**src/rtl/mct_pkg.sv**
```systemverilog
package mct_pkg;

    typedef enum logic [1:0] {
        SEL_CMP  = 2'd0,
        SEL_MASK = 2'd1,
        SEL_CTRL = 2'd2,
        SEL_CNT  = 2'd3
    } reg_sel_e;

    // packed MSB first: bit3 run_en, bit2 halt_en, bit1 wrap_en, bit0 flag
    typedef struct packed {
        logic run_en;
        logic halt_en;
        logic wrap_en;
        logic flag;
    } ctrl_t;

    localparam int unsigned CTRL_W = 4;
    localparam ctrl_t CTRL_RST = '{run_en: 1'b1, halt_en: 1'b1, wrap_en: 1'b0, flag: 1'b0};

    function automatic logic timer_running(ctrl_t c, logic halt_req);
        return c.run_en & ~(c.halt_en & halt_req);
    endfunction

    function automatic logic flag_next(logic cur, logic set_req, logic clr_req);
        if (set_req)      return 1'b1;
        else if (clr_req) return 1'b0;
        else              return cur;
    endfunction

endpackage

```
**src/rtl/mct_match.sv**
```systemverilog
module mct_match #(
    parameter int unsigned W = 32
) (
    input  logic [W-1:0] cnt,
    input  logic [W-1:0] cmp,
    input  logic [W-1:0] mask,
    output logic         eq
);
    logic [W-1:0] miss;

    for (genvar i = 0; i < W; i++) begin : g_bit
        assign miss[i] = (cnt[i] ^ cmp[i]) & ~mask[i];
    end

    assign eq = ~|miss;
endmodule

```
**src/rtl/mct_count.sv**
```systemverilog
module mct_count #(
    parameter int unsigned W = 32
) (
    input  logic         clk,
    input  logic         rst,
    input  logic         run,
    input  logic         wrap,
    input  logic         load,
    input  logic [W-1:0] load_val,
    output logic [W-1:0] cnt_q
);
    localparam logic [W-1:0] ONE = W'(1);

    always_ff @(posedge clk) begin
        if (rst)       cnt_q <= '0;
        else if (load) cnt_q <= load_val;
        else if (wrap) cnt_q <= '0;
        else if (run)  cnt_q <= cnt_q + ONE;
    end
endmodule

```
**src/rtl/mct_regs.sv**
```systemverilog
module mct_regs
    import mct_pkg::*;
#(
    parameter int unsigned W = 32
) (
    input  logic         clk,
    input  logic         rst,
    input  logic         we,
    input  reg_sel_e     sel,
    input  logic [W-1:0] wdata,
    input  logic         hit,
    output logic [W-1:0] cmp_q,
    output logic [W-1:0] mask_q,
    output ctrl_t        ctrl_q,
    output logic         cnt_load
);
    logic ctrl_we;
    logic flag_d;

    assign ctrl_we  = we && (sel == SEL_CTRL);
    assign cnt_load = we && (sel == SEL_CNT);
    assign flag_d   = flag_next(ctrl_q.flag, hit, ctrl_we && wdata[0]);

    always_ff @(posedge clk) begin
        if (rst) begin
            cmp_q  <= '1;
            mask_q <= '0;
            ctrl_q <= CTRL_RST;
        end else begin
            if (we && sel == SEL_CMP)  cmp_q  <= wdata;
            if (we && sel == SEL_MASK) mask_q <= wdata;
            if (ctrl_we) begin
                ctrl_q.run_en  <= wdata[3];
                ctrl_q.halt_en <= wdata[2];
                ctrl_q.wrap_en <= wdata[1];
            end
            ctrl_q.flag <= flag_d;
        end
    end
endmodule

```
**src/rtl/mct_timer.sv**
```systemverilog
module mct_timer
    import mct_pkg::*;
#(
    parameter int unsigned W = 32
) (
    input  logic         clk,
    input  logic         rst,
    input  logic         dbg_halt,
    input  logic         bus_we,
    input  logic [1:0]   bus_word,
    input  logic [W-1:0] bus_wdata,
    output logic [W-1:0] bus_rdata,
    output logic         irq
);
    localparam int unsigned PAD_W = W - CTRL_W;

    reg_sel_e     sel;
    logic [W-1:0] cmp_q;
    logic [W-1:0] mask_q;
    logic [W-1:0] cnt_q;
    ctrl_t        ctrl_q;
    logic         cnt_load;
    logic         eq;
    logic         run;
    logic         hit;

    assign sel = reg_sel_e'(bus_word);
    assign run = timer_running(ctrl_q, dbg_halt);
    assign hit = eq & run;

    mct_regs #(.W(W)) u_regs (
        .clk(clk), .rst(rst), .we(bus_we), .sel(sel), .wdata(bus_wdata),
        .hit(hit), .cmp_q(cmp_q), .mask_q(mask_q), .ctrl_q(ctrl_q),
        .cnt_load(cnt_load)
    );

    mct_match #(.W(W)) u_match (
        .cnt(cnt_q), .cmp(cmp_q), .mask(mask_q), .eq(eq)
    );

    mct_count #(.W(W)) u_count (
        .clk(clk), .rst(rst), .run(run), .wrap(hit & ctrl_q.wrap_en),
        .load(cnt_load), .load_val(bus_wdata), .cnt_q(cnt_q)
    );

    always_comb begin
        unique case (sel)
            SEL_CMP:  bus_rdata = cmp_q;
            SEL_MASK: bus_rdata = mask_q;
            SEL_CTRL: bus_rdata = {{PAD_W{1'b0}}, ctrl_q};
            SEL_CNT:  bus_rdata = cnt_q;
            default:  bus_rdata = '0;
        endcase
    end

    assign irq = ctrl_q.flag;
endmodule

```
**config.mk**
```make
export PLATFORM = sky130hd
export DESIGN_NAME = mct_timer
export DESIGN_NICKNAME = d
export VERILOG_FILES = /design/src/rtl/mct_pkg.sv /design/src/rtl/mct_match.sv /design/src/rtl/mct_count.sv /design/src/rtl/mct_regs.sv /design/src/rtl/mct_timer.sv
export SDC_FILE = /design/constraint.sdc
export NUM_CORES = 1
export LEC_CHECK = 0
export BUFFER_PORTS_ARGS = -buffer_cell sky130_fd_sc_hd__clkbuf_2
export CORE_MARGIN = 4
export CORE_UTILIZATION = 58
export DETAILED_ROUTE_END_ITERATION = 6
export PLACE_DENSITY = 0.9
export SYNTH_ARGS = -nofsm -noshare
export SYNTH_HDL_FRONTEND = slang
export SYNTH_SLANG_ARGS = --single-unit
```
**constraint.sdc**
```tcl
create_clock -name clk -period 2.6 [get_ports clk]
set_input_delay 0.26 -clock clk [delete_from_list [all_inputs] [get_ports clk]]
set_output_delay 0.26 -clock clk [all_outputs]
set_load 0.02 [all_outputs]
```
Word-level counts from Yosys, hierarchy flattened
Cells that the tools add are included.
- register bits: 100
- input port bits: 38
- logic and storage cells: 128
- $add $sub $neg: 1
- eq/ne operators: 3
- mux-type cells: 6
- bitwise logic cells: 101
- reductions and logical operators: 10
- operators with widths (cell ; count):
    32-bit case mux with 4 select lines ; 1
    32-bit 2-to-1 mux ; 3
    1-bit bitwise AND ; 36
    1-bit inverter ; 33
    32-bit by 1-bit adder with 32-bit output (second input constant) ; 1
    32-bit OR reduction ; 1
    1-bit bitwise XOR ; 32
    1-bit logical AND ; 5
    2-bit == test (second input constant) ; 2
    3-bit nonzero test ; 1
    2-bit by 1-bit == test with 1-bit output (second input constant) ; 1
    2-bit logical NOT ; 1
    1-bit 2-to-1 mux ; 2
    2-bit nonzero test ; 1
    1-bit logical NOT ; 1

Longest topological paths before layout
- word-level depth: 8
- mapped depth: 9
- depth with buffers taken out: 7

Hierarchy
A second synthesis with hierarchy kept.
- cells, all modules: 677
- area total of the unflattened synthesis: 6118.4 um2
- by module, submodules not included (module ; instances ; cells each ; area each (um2) ; sequential area each (um2)):
    mct_regs ; 1 ; 295 ; 2900.3 ; 1361.3
    mct_count ; 1 ; 255 ; 1946.9 ; 640.6
    mct_timer ; 1 ; 74 ; 857.1 ; 0.0
    mct_match ; 1 ; 53 ; 414.1 ; 0.0

Worst setup path after synthesis
Ideal clock, no wire load.
- kind: reg2reg
- start: reg u_count.cnt_q[25]
- end: reg u_count.cnt_q[19]
- data arrival time: 1.921 ns
- required time: 2.480 ns
- setup slack: 0.559 ns
- stages on the path, launching flop included: 10
- buffers on the path: 2
- cell sequence: dfxtp_1 clkbuf_1 xnor2_1 o22ai_1 nor4_1 nand4_1 nor4_4 buf_2 a311oi_1 a211o_1
- word-level cells in the longest chain between the ends: 8
- elaborated cells between the ends (all ways): 9
- classes of those cells: mux (2); bitwise (4); reduce/logical (3)
- RTL lines (element ; line ; RTL):
    start, declared ; mct_count.sv:10 ; output logic [W-1:0] cnt_q
    start signal, assigned ; mct_count.sv:16 ; else if (load) cnt_q <= load_val;
    start signal, assigned ; mct_count.sv:18 ; else if (run) cnt_q <= cnt_q + ONE;
    1-bit bitwise XOR (*) ; mct_match.sv:12 ; assign miss[i] = (cnt[i] ^ cmp[i]) & ~mask[i];
    1-bit bitwise AND (*) ; mct_match.sv:12 ;
    32-bit OR reduction (*) ; mct_match.sv:15 ; assign eq = ~|miss;
    1-bit logical NOT (*) ; mct_match.sv:15 ;
    1-bit bitwise AND (*) ; mct_timer.sv:29 ; assign hit = eq & run;
    1-bit bitwise AND (*) ; mct_timer.sv:42 ; .clk(clk), .rst(rst), .run(run), .wrap(hit & ctrl_q.wrap_en),
    32-bit 2-to-1 mux ; mct_count.sv:17 ; else if (wrap) cnt_q <= '0;
    32-bit 2-to-1 mux ; mct_count.sv:16 ;
Every way passes the cells marked *; elsewhere a longest branch is shown, timed or not.
A chain may end at the register's enable or synchronous reset.

Worst setup path in the final report
- start: reg u_count.cnt_q[25]
- end: reg u_count.cnt_q[16]
Same word-level chain as after synthesis.

==> impl_metrics.json <==
{
  "grt_pass1_wl_um": 27920,
  "layout.cells.non_filler": 882,
  "muxShareOfSynthArea": 0.08011,
  "yosysUniqueCellTypes": 51,
  "fin_util": 0.6748,
  "fin_setup_tns_ps": 0,
  "cts_hold_buf": 0,
  "setup_viol": 0,
  "hold-path-cell-count": 3,
  "reg2reg_to": "u_count.cnt_q[16]$_SDFFE_PP0P_",
  "cap_viol_max_count": 0,
  "synth_xor_area_frac": 0.07718,
  "cts_tree": "done",
  "reg2reg_depth": 8,
  "port_buffers": 70,
  "routedWlPerCell_um": 19.60,
  "gp_congestion": 0.9795,
  "regToRegStartpoint": "u_count.cnt_q[25]$_SDFFE_PP0P_",
  "coreArea_mm2": 0.009284,
  "dp_hpwl_um": 12190,
  "cts.sinks": 100,
  "dpl.cell_count": 866,
  "vias_per_cell": 6.499,
  "synth_fp_nets": 739,
  "fill_cells": 773,
  "period_needed_ps": 2443,
  "ant_nets": 0,
  "postCtsSetupBuffers": 0,
  "drt-initial-drc-count": 605,
  "antenna_found_initial": 0,
  "antenna_cells": 0,
  "cp-end-kind": "flop",
  "netlist_top_cells_area": "dfxtp_1 (36%), nand2_1 (9.5%), nand3_1 (6.8%)",
  "p_leak_nw": 2.546,
  "relSlewSlack": 0.5124,
  "die_area_mm2": 0.01122,
  "wl_um": 17290,
  "io_pins": 71,
  "cts_resized": 0,
  "tightest_slew_ps": 731.5,
  "synth_compound_area_frac": 0.1764,
  "numCtsBuffers": 9,
  "status": "complete, but fails checks",
  "async_flop_share": 0,
  "hold_end": "u_regs.mask_q[0]$_SDFFE_PP0P_",
  "power_w": 0.003375,
  "rsz0062_at_grt": "no",
  "synthesis.area_mm2": 0.005560,
  "violations": "design-rule violations",
  "rows": 35,
  "final-hold-violation-count": 0,
  "area_growth_pct": 12.67,
  "drive_gt1_frac": 0.2112,
  "min_period_over_period": 0.9397,
  "start_util": 0.5989,
  "drc": 2,
  "die_h_um": 105.9,
  "fin_nets": 787,
  "crit_fanout": 23,
  "synth_warnings": 0,
  "htreeDepth": 3,
  "grt_overflow": 0,
  "avgSynthCellArea_um2": 7.943,
  "synth_top_family_by_area": "simple AND/OR/NAND/NOR gates",
  "cts.reportedPaths.clkPinSlew_ps": 110,
  "cts_max_path_buffers": 2,
  "grt_usage": 0.3091,
  "num_vias": 5732,
  "die_w_um": 105.9,
  "ir_drop_uv": 467.2,
  "startpoint": "u_count.cnt_q[25]$_SDFFE_PP0P_",
  "drv_slew": 0,
  "grt_pass1_vias": 5497,
  "synth-simple-area-share": 0.2590,
  "ys.flop_type": "dfxtp_1",
  "yosysSeqAreaShare": 0.3600,
  "clkLatencyLatePin_ps": 390,
  "startpoint_type": "flop",
  "synth_edf_count": 0,
  "finClkSkew_ps": 16.90,
  "synth_top_area_frac": 0.3600,
  "synth_top_area_cell": "dfxtp_1",
  "dr.pass1.iters": 7,
  "ys_seq_elements": 100,
  "hold_path.class": "in -> reg",
  "cts_root_buffer": "clkbuf_8",
  "p_per_area_mw_per_mm2": 538.8,
  "crit_type": "reg -> reg",
  "synthAdderAreaFrac": 0.002250,
  "holdWs_ps": 111.2,
  "grt_start_max_net_pins": 51,
  "fmax_mhz": 409.3,
  "reg2reg_slack_ps": 160,
  "cp_data_arrival_time_ps": 2740,
  "netlist_instances": 700,
  "min_from": "bus_wdata[0]",
  "worstPathRequired_ps": 2900
}
layout make-up:
type / count / area, um^2 / area share
clock buffers: 11 / 141.4 / 0.02257
multi-input cells: 536 / 3332 / 0.5319
clock inverters: 5 / 60.06 / 0.009587
inverters: 4 / 15.01 / 0.002397
repair buffers: 97 / 553.0 / 0.08828
flip-flops and latches: 100 / 2002 / 0.3196
well taps: 129 / 161.4 / 0.02576
logic make-up (layout without fill, tap and decap cells):
family,Yosys count,count (layout)
compound gates,150,150
xor+xnor,49,49
simple gates,300,300
flops,100,100
fa+ha+maj,1,1
mux,36,36
buf+inv,64,117
through the flow:
stage / worst slack [ps] / cell area (um^2)
2_1_floorplan: 559.0 / 5560
3_3_place_gp: 71.92 / 6050
3_5_place_dp: 40.55 / 6050
4_1_cts: 28.74 / 6251
5_1_grt: 49.25 / 6265
6_report: 156.7 / 6265
placed cells by master, fill, tap and decap left out, types with 2 or more instances in the layout:
master / n
nand2_1: 141
dfxtp_1: 100
nand3_1: 75
clkbuf_2: 70
a21oi_1: 60
xnor2_1: 35
mux2_2: 28
a22o_1: 28
buf_4: 27
o22ai_1: 16
o21ai_0: 15
nor2_1: 13
xor2_1: 13
or3_1: 13
nor3_1: 11
and3_1: 10
clkbuf_8: 10
nand4_1: 8
or2_1: 7
a211oi_1: 5
mux4_2: 4
inv_1: 4
o2111ai_1: 4
or4_1: 4
a31o_2: 4
mux2i_1: 4
nor4_1: 3
nand3b_1: 3
o32ai_1: 3
nor4_4: 2
and2b_2: 2
o211ai_1: 2
a211o_1: 2
worst max-delay path by stage:
stage	to	slack, ps	depth (start not counted)
6_report	u_count.cnt_q[16]$_SDFFE_PP0P_	160	8
5_1_grt	u_count.cnt_q[19]$_SDFFE_PP0P_	50	8
2_1_floorplan	u_count.cnt_q[19]$_SDFFE_PP0P_	560	9
3_5_place_dp	u_count.cnt_q[19]$_SDFFE_PP0P_	40	8
4_1_cts	u_count.cnt_q[19]$_SDFFE_PP0P_	30	8
3_3_place_gp	u_count.cnt_q[19]$_SDFFE_PP0P_	70	8
critical path, stage by stage, from the launching register on:
cell and delay, ps:
dfxtp_1 520, xnor2_2 210, o22ai_1 140, nor4_2 370, nand4_1 230, nor4_4 220, buf_4 310, o21ai_0 150
and3_1 220
report_power, final:
group	internal [W]	switching [W]	total (W)
registers	0.00161	0.0000990	0.00171
logic	0.000255	0.000365	0.000621
clock network	0.000476	0.000572	0.00105
total	0.00234	0.00104	0.00338
state kept, by name, indices dropped and copies added, names as in the netlist:
name / count
u_count.cnt_q: 32
u_regs.mask_q: 32
u_regs.ctrl_q: 4
u_regs.cmp_q: 32
synth_stat cells, drive strengths merged (2+ instances only):
master and instances:
xnor2 36, o21ai 15, o211ai 2, nand2 141, nor2 15, a211oi 5, and2b 2, or2 8
a21oi 60, a211o 2, inv 4, a31o 4, and3 10, nor3 11, mux2i 4, a22o 28
xor2 13, nand3 75, o32ai 3, or3 13, buf 9, mux4 4, mux2 28, or4 4
dfxtp 100, nor4 6, clkbuf 51, nand4 9, nand3b 3, o2111ai 4, o22ai 16
per-layer routing:
metal  vias up  part of all wire  GRT usage
met1      2727              0.40     0.3946
met4         0             0.040     0.1637
met2       358              0.47     0.4973
met5         -                 0          0
li1       2586                 -          -
met3        61             0.094    0.05707
Power figures use the tool's default switching activity.
